File: config.mk
export PLATFORM = sky130hd
export DESIGN_NAME = symfix_corrector
export DESIGN_NICKNAME = d
export VERILOG_FILES = /design/src/rtl/symfix_pkg.sv /design/src/rtl/symfix_map.sv /design/src/rtl/symfix_seq.sv /design/src/rtl/symfix_corrector.sv
export SDC_FILE = /design/constraint.sdc
export NUM_CORES = 1
export LEC_CHECK = 0
export BUFFER_PORTS_ARGS = -buffer_cell sky130_fd_sc_hd__buf_2
export CAP_MARGIN = 10
export CORE_UTILIZATION = 50
export DETAILED_ROUTE_END_ITERATION = 12
export PLACE_DENSITY = 0.79
export SETUP_SLACK_MARGIN = 0.1
export SLEW_MARGIN = 20
export SYNTH_ARGS = -nofsm -noshare
export SYNTH_HDL_FRONTEND = slang
export SYNTH_SLANG_ARGS = --single-unit
File: constraint.sdc
create_clock -name clk -period 4.2 [get_ports clk]
set_input_delay 0.63 -clock clk [delete_from_list [all_inputs] [get_ports clk]]
set_output_delay 0.63 -clock clk [all_outputs]
set_load 0.03 [all_outputs]
File: src/rtl/symfix_pkg.sv
`timescale 1ns/1ps
package symfix_pkg;

  localparam int unsigned SYM_W       = 12;
  localparam int unsigned POS_W       = 11;
  localparam int unsigned DATA_BYTES  = 2048;
  localparam int unsigned SPARE_BYTES = 64;
  localparam int unsigned PAGE_BYTES  = DATA_BYTES + SPARE_BYTES;
  localparam int unsigned ADDR_W      = $clog2(PAGE_BYTES);
  localparam logic [POS_W-1:0] LAST_POS = 11'd1374;

  typedef enum logic [2:0] {
    ST_IDLE, ST_PICK, ST_READ, ST_WRITE, ST_DONE
  } fix_state_t;

  typedef struct packed {
    logic              ok;
    logic              bad_range;
    logic              bad_head;
    logic              two;
    logic [ADDR_W-1:0] addr;
    logic [7:0]        m0;
    logic [7:0]        m1;
  } fix_plan_t;

  // Turns one (position, pattern) pair into the first byte address and the XOR masks
  function automatic fix_plan_t plan_fix(input logic [POS_W-1:0] p,
                                         input logic [SYM_W-1:0] s);
    fix_plan_t         r;
    logic [POS_W+1:0]  triple;
    logic [ADDR_W-1:0] half;
    r      = '0;
    triple = {2'b00, p} + {1'b0, p, 1'b0};
    half   = triple[ADDR_W:1];
    if (p > LAST_POS) begin
      r.bad_range = 1'b1;
    end else if (p == '0) begin
      if (s[11:8] != 4'h0) begin
        r.bad_head = 1'b1;
      end else begin
        r.ok = 1'b1;
        r.m0 = s[7:0];
      end
    end else if (p[0]) begin
      r.ok   = 1'b1;
      r.two  = 1'b1;
      r.addr = half;
      r.m0   = s[11:4];
      r.m1   = {s[3:0], 4'h0};
    end else begin
      r.ok   = 1'b1;
      r.two  = 1'b1;
      r.addr = half - ADDR_W'(1);
      r.m0   = {4'h0, s[11:8]};
      r.m1   = s[7:0];
    end
    return r;
  endfunction

endpackage

File: src/rtl/symfix_map.sv
`timescale 1ns/1ps
module symfix_map
  import symfix_pkg::*;
(
  input  logic [POS_W-1:0] pos,
  input  logic [SYM_W-1:0] pat,
  output fix_plan_t        plan
);
  always_comb plan = plan_fix(pos, pat);
endmodule

File: src/rtl/symfix_seq.sv
`timescale 1ns/1ps
module symfix_seq
  import symfix_pkg::*;
#(
  parameter int unsigned MAX_ERR = 4,
  localparam int unsigned CNT_W = $clog2(MAX_ERR + 1),
  localparam int unsigned IDX_W = (MAX_ERR > 1) ? $clog2(MAX_ERR) : 1
)(
  input  logic                     clk,
  input  logic                     rst_n,
  input  logic                     start,
  input  logic [CNT_W-1:0]         cnt_in,
  input  logic [MAX_ERR*POS_W-1:0] pos_flat,
  input  logic [MAX_ERR*SYM_W-1:0] pat_flat,
  output logic [POS_W-1:0]         map_pos,
  output logic [SYM_W-1:0]         map_pat,
  input  fix_plan_t                map_plan,
  output logic                     mem_en,
  output logic                     mem_we,
  output logic [ADDR_W-1:0]        mem_addr,
  output logic [7:0]               mem_wdata,
  input  logic [7:0]               mem_rdata,
  output logic                     busy,
  output logic                     done,
  output logic                     fail,
  output logic [1:0]               fail_why,
  output logic [CNT_W-1:0]         corrected
);

  fix_state_t       state;
  logic [CNT_W-1:0] n_q, idx_q;
  logic             second_q, bad_r_q, bad_h_q;
  fix_plan_t        plan_q;
  logic             fail_q;
  logic [1:0]       why_q;
  logic [CNT_W-1:0] corr_q;

  logic [POS_W-1:0] pos_q [MAX_ERR];
  logic [SYM_W-1:0] pat_q [MAX_ERR];

  // Named events for the assertions
  logic job_load, pair_take, pair_skip, byte_wr, job_end;
  assign job_load  = (state == ST_IDLE) && start;
  assign job_end   = (state == ST_PICK) && (idx_q == n_q);
  assign pair_take = (state == ST_PICK) && !job_end && map_plan.ok;
  assign pair_skip = (state == ST_PICK) && !job_end && !map_plan.ok;
  assign byte_wr   = (state == ST_WRITE);

  for (genvar k = 0; k < MAX_ERR; k++) begin : g_slot
    always_ff @(posedge clk) begin
      if (!rst_n) begin
        pos_q[k] <= '0;
        pat_q[k] <= '0;
      end else if (job_load) begin
        pos_q[k] <= pos_flat[k*POS_W +: POS_W];
        pat_q[k] <= pat_flat[k*SYM_W +: SYM_W];
      end
    end
  end

  assign map_pos = pos_q[idx_q[IDX_W-1:0]];
  assign map_pat = pat_q[idx_q[IDX_W-1:0]];

  always_ff @(posedge clk) begin
    if (!rst_n) begin
      state    <= ST_IDLE;
      n_q      <= '0;
      idx_q    <= '0;
      second_q <= 1'b0;
      bad_r_q  <= 1'b0;
      bad_h_q  <= 1'b0;
      plan_q   <= '0;
      fail_q   <= 1'b0;
      why_q    <= '0;
      corr_q   <= '0;
    end else begin
      case (state)
        ST_IDLE: if (start) begin
          n_q     <= (cnt_in > CNT_W'(MAX_ERR)) ? CNT_W'(MAX_ERR) : cnt_in;
          idx_q   <= '0;
          bad_r_q <= 1'b0;
          bad_h_q <= 1'b0;
          fail_q  <= 1'b0;
          why_q   <= '0;
          corr_q  <= '0;
          state   <= ST_PICK;
        end
        ST_PICK: begin
          if (job_end) begin
            fail_q <= bad_r_q | bad_h_q;
            why_q  <= {bad_h_q, bad_r_q};
            corr_q <= (bad_r_q | bad_h_q) ? '0 : n_q;
            state  <= ST_DONE;
          end else if (map_plan.ok) begin
            plan_q   <= map_plan;
            second_q <= 1'b0;
            state    <= ST_READ;
          end else begin
            bad_r_q <= bad_r_q | map_plan.bad_range;
            bad_h_q <= bad_h_q | map_plan.bad_head;
            idx_q   <= idx_q + CNT_W'(1);
          end
        end
        ST_READ: state <= ST_WRITE;
        ST_WRITE: begin
          if (plan_q.two && !second_q) begin
            second_q <= 1'b1;
            state    <= ST_READ;
          end else begin
            idx_q <= idx_q + CNT_W'(1);
            state <= ST_PICK;
          end
        end
        default: state <= ST_IDLE;
      endcase
    end
  end

  assign mem_en    = (state == ST_READ) || (state == ST_WRITE);
  assign mem_we    = byte_wr;
  assign mem_addr  = plan_q.addr + {{(ADDR_W-1){1'b0}}, second_q};
  assign mem_wdata = mem_rdata ^ (second_q ? plan_q.m1 : plan_q.m0);
  assign busy      = (state != ST_IDLE);
  assign done      = (state == ST_DONE);
  assign fail      = fail_q;
  assign fail_why  = why_q;
  assign corrected = corr_q;


  rd_before_wr_chk: assert property (@(posedge clk) disable iff (!rst_n)
    mem_we |-> $past(mem_en && !mem_we));

  wr_addr_hold_chk: assert property (@(posedge clk) disable iff (!rst_n)
    mem_we |-> (mem_addr == $past(mem_addr)));

  addr_bound_chk: assert property (@(posedge clk) disable iff (!rst_n)
    mem_en |-> (mem_addr < ADDR_W'(PAGE_BYTES)));

  done_pulse_chk: assert property (@(posedge clk) disable iff (!rst_n)
    done |=> !done);

  fail_zero_corr_chk: assert property (@(posedge clk) disable iff (!rst_n)
    (done && fail) |-> (corrected == '0));

  busy_from_start_chk: assert property (@(posedge clk) disable iff (!rst_n)
    $rose(busy) |-> $past(start));

endmodule

File: src/rtl/symfix_corrector.sv
`timescale 1ns/1ps
module symfix_corrector
  import symfix_pkg::*;
#(
  parameter int unsigned MAX_ERR = 4,
  localparam int unsigned CNT_W = $clog2(MAX_ERR + 1)
)(
  input  logic                     clk,
  input  logic                     rst_n,
  input  logic                     start,
  input  logic [CNT_W-1:0]         pair_count,
  input  logic [MAX_ERR*POS_W-1:0] pos_flat,
  input  logic [MAX_ERR*SYM_W-1:0] pat_flat,
  output logic                     mem_en,
  output logic                     mem_we,
  output logic [ADDR_W-1:0]        mem_addr,
  output logic [7:0]               mem_wdata,
  input  logic [7:0]               mem_rdata,
  output logic                     busy,
  output logic                     done,
  output logic                     fail,
  output logic [1:0]               fail_why,
  output logic [CNT_W-1:0]         corrected
);

  logic [POS_W-1:0] map_pos;
  logic [SYM_W-1:0] map_pat;
  fix_plan_t        map_plan;

  symfix_map u_map (
    .pos  (map_pos),
    .pat  (map_pat),
    .plan (map_plan)
  );

  symfix_seq #(.MAX_ERR(MAX_ERR)) u_seq (
    .clk       (clk),
    .rst_n     (rst_n),
    .start     (start),
    .cnt_in    (pair_count),
    .pos_flat  (pos_flat),
    .pat_flat  (pat_flat),
    .map_pos   (map_pos),
    .map_pat   (map_pat),
    .map_plan  (map_plan),
    .mem_en    (mem_en),
    .mem_we    (mem_we),
    .mem_addr  (mem_addr),
    .mem_wdata (mem_wdata),
    .mem_rdata (mem_rdata),
    .busy      (busy),
    .done      (done),
    .fail      (fail),
    .fail_why  (fail_why),
    .corrected (corrected)
  );

endmodule

==> impl_results.html <==
<table>
<tr><th>Metric</th><th>Value</th></tr>
<tr><th colspan="2">Timing</th></tr>
<tr><td>Setup repair after global routing missed its margin</td><td>no</td></tr>
<tr><td>Worst rel slew slack</td><td>between 40 and 50%</td></tr>
<tr><td>Worst clock skew on the final layout</td><td>between 0.008 and 0.009 ns</td></tr>
<tr><td>Maximum clock rate</td><td>265.1 MHz</td></tr>
<tr><td>Tmin final</td><td>~3.8 ns</td></tr>
<tr><td>Number of failing hold endpoints at the final stage</td><td>0</td></tr>
<tr><td>Total Negative Setup Slacks</td><td>0 ns</td></tr>
<tr><td>Max Slew Vio Count</td><td>0</td></tr>
<tr><td>Smallest hold slack</td><td>0.4577 ns</td></tr>
<tr><td>Transition at the pin with the smallest max-transition slack</td><td>0.8340 ns</td></tr>
<tr><td>Total of endpoints with negative setup slack in the final report</td><td>0</td></tr>
<tr><td>Crit share post-route</td><td>between 80% and 90%</td></tr>
<tr><th colspan="2">Synth</th></tr>
<tr><td>Top_reg_cell synth</td><td>edfxtp_1</td></tr>
<tr><td>Count of state elements after synthesis</td><td>about 140</td></tr>
<tr><td>Fraction of registers with async set/reset</td><td>0%</td></tr>
<tr><td>Synth Area per Inst</td><td>approximately 11 µm²</td></tr>
<tr><td>Number of instances in the synthesized netlist</td><td>625</td></tr>
<tr><td>EDFF count, synth</td><td>92</td></tr>
<tr><td>Distinct cell type count after synthesis</td><td>53</td></tr>
<tr><td>Netlist area before placement</td><td>7186 µm²</td></tr>
<tr><td>Number of warning messages in the yosys log</td><td>0</td></tr>
<tr><td>Fraction of the yosys area taken by sequential cells</td><td>around 52%</td></tr>
<tr><td>Synthesized netlist net count</td><td>around 760</td></tr>
<tr><th colspan="2">Pwr</th></tr>
<tr><td>Combinational share of power</td><td>23.9%</td></tr>
<tr><td>Worst VDD drop</td><td>around 0.26 mV</td></tr>
<tr><td>Cell-internal power</td><td>~3000 µW</td></tr>
<tr><td>Switching power of the nets</td><td>between 1000 and 1500 µW</td></tr>
<tr><td>Sequential share of power</td><td>40.9%</td></tr>
<tr><td>Clock network fraction of total power</td><td>between 30% and 40%</td></tr>
<tr><td>Net Sw Frac</td><td>between 20 and 30%</td></tr>
<tr><td>Standby leakage power</td><td>0.003527 µW</td></tr>
<tr><td>Pwr/cell area</td><td>about 480 nW/µm²</td></tr>
<tr><th colspan="2">Detailed routing</th></tr>
<tr><td>Routed length per placed instance</td><td>16.37 µm</td></tr>
<tr><td>Number of vias per cell</td><td>about 5.4</td></tr>
<tr><td>Antenna Violating Nets Remaining</td><td>0</td></tr>
<tr><td>DR iter-0 viols</td><td>approximately 300</td></tr>
<tr><td>Routed wire length</td><td>~16 mm</td></tr>
<tr><td>Via count</td><td>slightly above 5,000</td></tr>
<tr><td>Total iterations of the first detailed-routing run</td><td>5</td></tr>
<tr><td>Count of unresolved DRC violations after routing</td><td>0</td></tr>
<tr><th colspan="2">Worst setup path</th></tr>
<tr><td>CP required</td><td>approximately 4.5 ns</td></tr>
<tr><td>Sort of element at the end of the critical path</td><td>register</td></tr>
<tr><td>Category of the worst setup path launch point</td><td>register</td></tr>
<tr><td>Data arrival time of the critical path</td><td>between 4 and 5 ns</td></tr>
<tr><td>Critical Setup Path Class</td><td>register to register</td></tr>
<tr><td>Max Fanout on Critical Path</td><td>6</td></tr>
<tr><th colspan="2">GRT</th></tr>
<tr><td>Overall fraction of global-route tracks in use</td><td>between 20 and 25%</td></tr>
<tr><td>Global-route wire length before repair</td><td>between 20 and 30 mm</td></tr>
<tr><td>Via count of the first global-routing pass</td><td>approximately 5,200</td></tr>
<tr><td>Number of antenna violations at the first check in global routing</td><td>0</td></tr>
<tr><td>Pin count of the biggest net entering global routing</td><td>93</td></tr>
<tr><td>Congestion Overflow GR</td><td>0</td></tr>
<tr><th colspan="2">Final layout</th></tr>
<tr><td>Highest-count cells in the layout ignoring fill and taps</td><td>135 x buf_2, 96 x and2_1, 92 x edfxtp_1</td></tr>
<tr><td>Layout Area Growth over Synthesis</td><td>20.41%</td></tr>
<tr><td>Diode count</td><td>0</td></tr>
<tr><td>Final layout net count</td><td>~890</td></tr>
<tr><td>Leading cell type in the layout, fill and taps excluded</td><td>buf_2</td></tr>
<tr><td>Fraction of final layout cells with drive strength greater than 1</td><td>27.91%</td></tr>
<tr><th colspan="2">Floorplanning</th></tr>
<tr><td>I/O pins</td><td>roughly 140</td></tr>
<tr><td>Die extent in x</td><td>~120 µm</td></tr>
<tr><td>Number of rows created at floorplan</td><td>43</td></tr>
<tr><td>Die Area</td><td>between 10,000 and 15,000 µm²</td></tr>
<tr><td>Die H</td><td>approximately 120 µm</td></tr>
<tr><td>Initial standard-cell utilization of the core</td><td>51.57%</td></tr>
<tr><td>Core footprint</td><td>13,930 µm²</td></tr>
<tr><th colspan="2">Status</th></tr>
<tr><td>Outcome</td><td>completed</td></tr>
<tr><th colspan="2">Hold path</th></tr>
<tr><td>Worst hold path class</td><td>register to register</td></tr>
<tr><th colspan="2">Clock tree</th></tr>
<tr><td>Depth of the CTS H-tree</td><td>4</td></tr>
<tr><td>Insertion delay to the later sink of the worst-skew pair</td><td>~0.42 ns</td></tr>
<tr><td>Inserted Clock Buffers</td><td>17</td></tr>
<tr><td>TritonCTS clock tree</td><td>yes</td></tr>
<tr><td>Worst-path clk slew</td><td>0.06 ns</td></tr>
<tr><td>Post-CTS sizing</td><td>0</td></tr>
<tr><td>Clock sink count</td><td>141</td></tr>
<tr><td>Clock Root Buffer</td><td>clkbuf_16</td></tr>
<tr><td>Number of buffers on the longest clock path</td><td>2</td></tr>
<tr><td>Number of buffers inserted for hold repair after clock tree synthesis</td><td>0</td></tr>
<tr><td>Number of setup buffers added after CTS</td><td>0</td></tr>
<tr><th colspan="2">Placed design</th></tr>
<tr><td>HPWL Detailed</td><td>roughly 11 mm</td></tr>
<tr><td>Buffers added on ports</td><td>135</td></tr>
<tr><td>Weighted congestion reported at the end of routability-driven placement</td><td>slightly below 0.9</td></tr>
<tr><th colspan="2">Flow run</th></tr>
<tr><td># Max-Cap Violations</td><td>0</td></tr>
</table>
-- per-layer routing --
metal / global-route usage (%) / routed length (µm) / vias up
met2: 38.45 / 7571 / 174
met4: 7.948 / 284 / 0
met3: 5.150 / 823 / 28
met5: 0 / 0 / -
met1: 28.47 / 6941 / 2438
li1: - / - / 2518
-- sequential cells by signal, indices dropped and copies added, names as in the netlist, named ones only --
register         cells
u_seq.n_q            3
u_seq.second_q       1
u_seq.idx_q          3
u_seq.fail           1
u_seq.plan_q        29
u_seq.corrected      3
u_seq.bad_r_q        1
u_seq.bad_h_q        1
u_seq.fail_why       2
u_seq.state          3
u_seq.pat_q         48
u_seq.pos_q         44
-- path summary, 6_finish.rpt --
| kind | cells after the start | slack, ns | to | start |
|---|---|---|---|---|
| worst max register to register | 10 | 0.43 | u_seq.plan_q[26] | register |
| worst min register to register | 2 | 0.46 | u_seq.fail_why[0] | u_seq.fail_why[0] |
| worst max-delay path | 10 | 0.43 | u_seq.plan_q[26] | register |
| worst min-delay path | 2 | 0.46 | u_seq.fail_why[0] | u_seq.fail_why[0] |
-- cell usage after synthesis (all sizes together) (3+ instances only) --
cell / instances / area, µm²
inv: 20 / 75.07
and3: 3 / 18.77
dfxtp: 49 / 980.9
edfxtp: 92 / 2763
nand2: 31 / 116.4
mux2i: 14 / 140.1
nand3: 23 / 115.1
and2: 96 / 600.6
buf: 10 / 58.80
xor2: 9 / 78.83
a22oi: 18 / 135.1
nand4: 5 / 31.28
a21oi: 37 / 185.2
nor3: 7 / 46.30
mux2: 4 / 45.04
clkbuf: 22 / 82.58
nor3b: 4 / 30.03
nor4: 3 / 18.77
xnor2: 28 / 245.2
nand2b: 6 / 37.54
mux4: 23 / 521.8
o21ai: 9 / 45.04
ha: 26 / 325.3
nor2: 51 / 191.4
-- worst max-delay path, stage by stage, from the launching register on --
cell and delay (ns):
dfxtp_2 0.43, mux4_2 0.63, ha_1 0.26, fa_1 0.42
a21oi_1 0.22, o221ai_1 0.26, xnor2_1 0.29, nor3b_2 0.32
nand3_1 0.21, o311ai_0 0.45, o211ai_1 0.14
-- final cells by class --
class	instances	area, µm²
flip-flops and latches	141	3745
inverters	20	75.07
multi-input cells	432	3246
clock inverters	14	141.4
well taps	180	225.2
fillers	1076	5283
clock buffers	18	439.2
repair buffers	149	780.7
-- power groups by stage --
stage               Sequential [µW]  Clock [µW]  Combinational, µW
global placement               1710           0                956
finish                         1700        1460                993
detailed placement             1720           0                983
CTS                            1700        1480                993
global route                   1710        1530               1110
floorplan                      1690           0                756
-- logic make-up after synthesis --
| family | synth area share, % |
|---|---|
| compound gates | 7.801 |
| xor+xnor | 4.510 |
| fa+ha+maj | 4.806 |
| buf+inv | 3.012 |
| flops | 52.10 |
| mux | 9.838 |
| simple gates | 17.94 |
-- per-stage QoR --
| stage | cell area (µm²) | std cells | util (%) | setup slack (ns) | total power [µW] |
|---|---|---|---|---|---|
| 2_1_floorplan | 7187 | 625 | - | 0.2347 | 2448 |
| 3_3_place_gp | 8066 | 922 | 57.89 | 0.6172 | 2664 |
| 3_5_place_dp | 8066 | 922 | 57.89 | 0.3857 | 2704 |
| 4_1_cts | 8647 | 954 | 62.05 | 0.3250 | 4168 |
| 5_1_grt | 8652 | 954 | 62.09 | 0.2053 | 4343 |
| 6_report | 8652 | 954 | 62.09 | 0.4271 | 4147 |
Power figures use the tool's default switching activity.
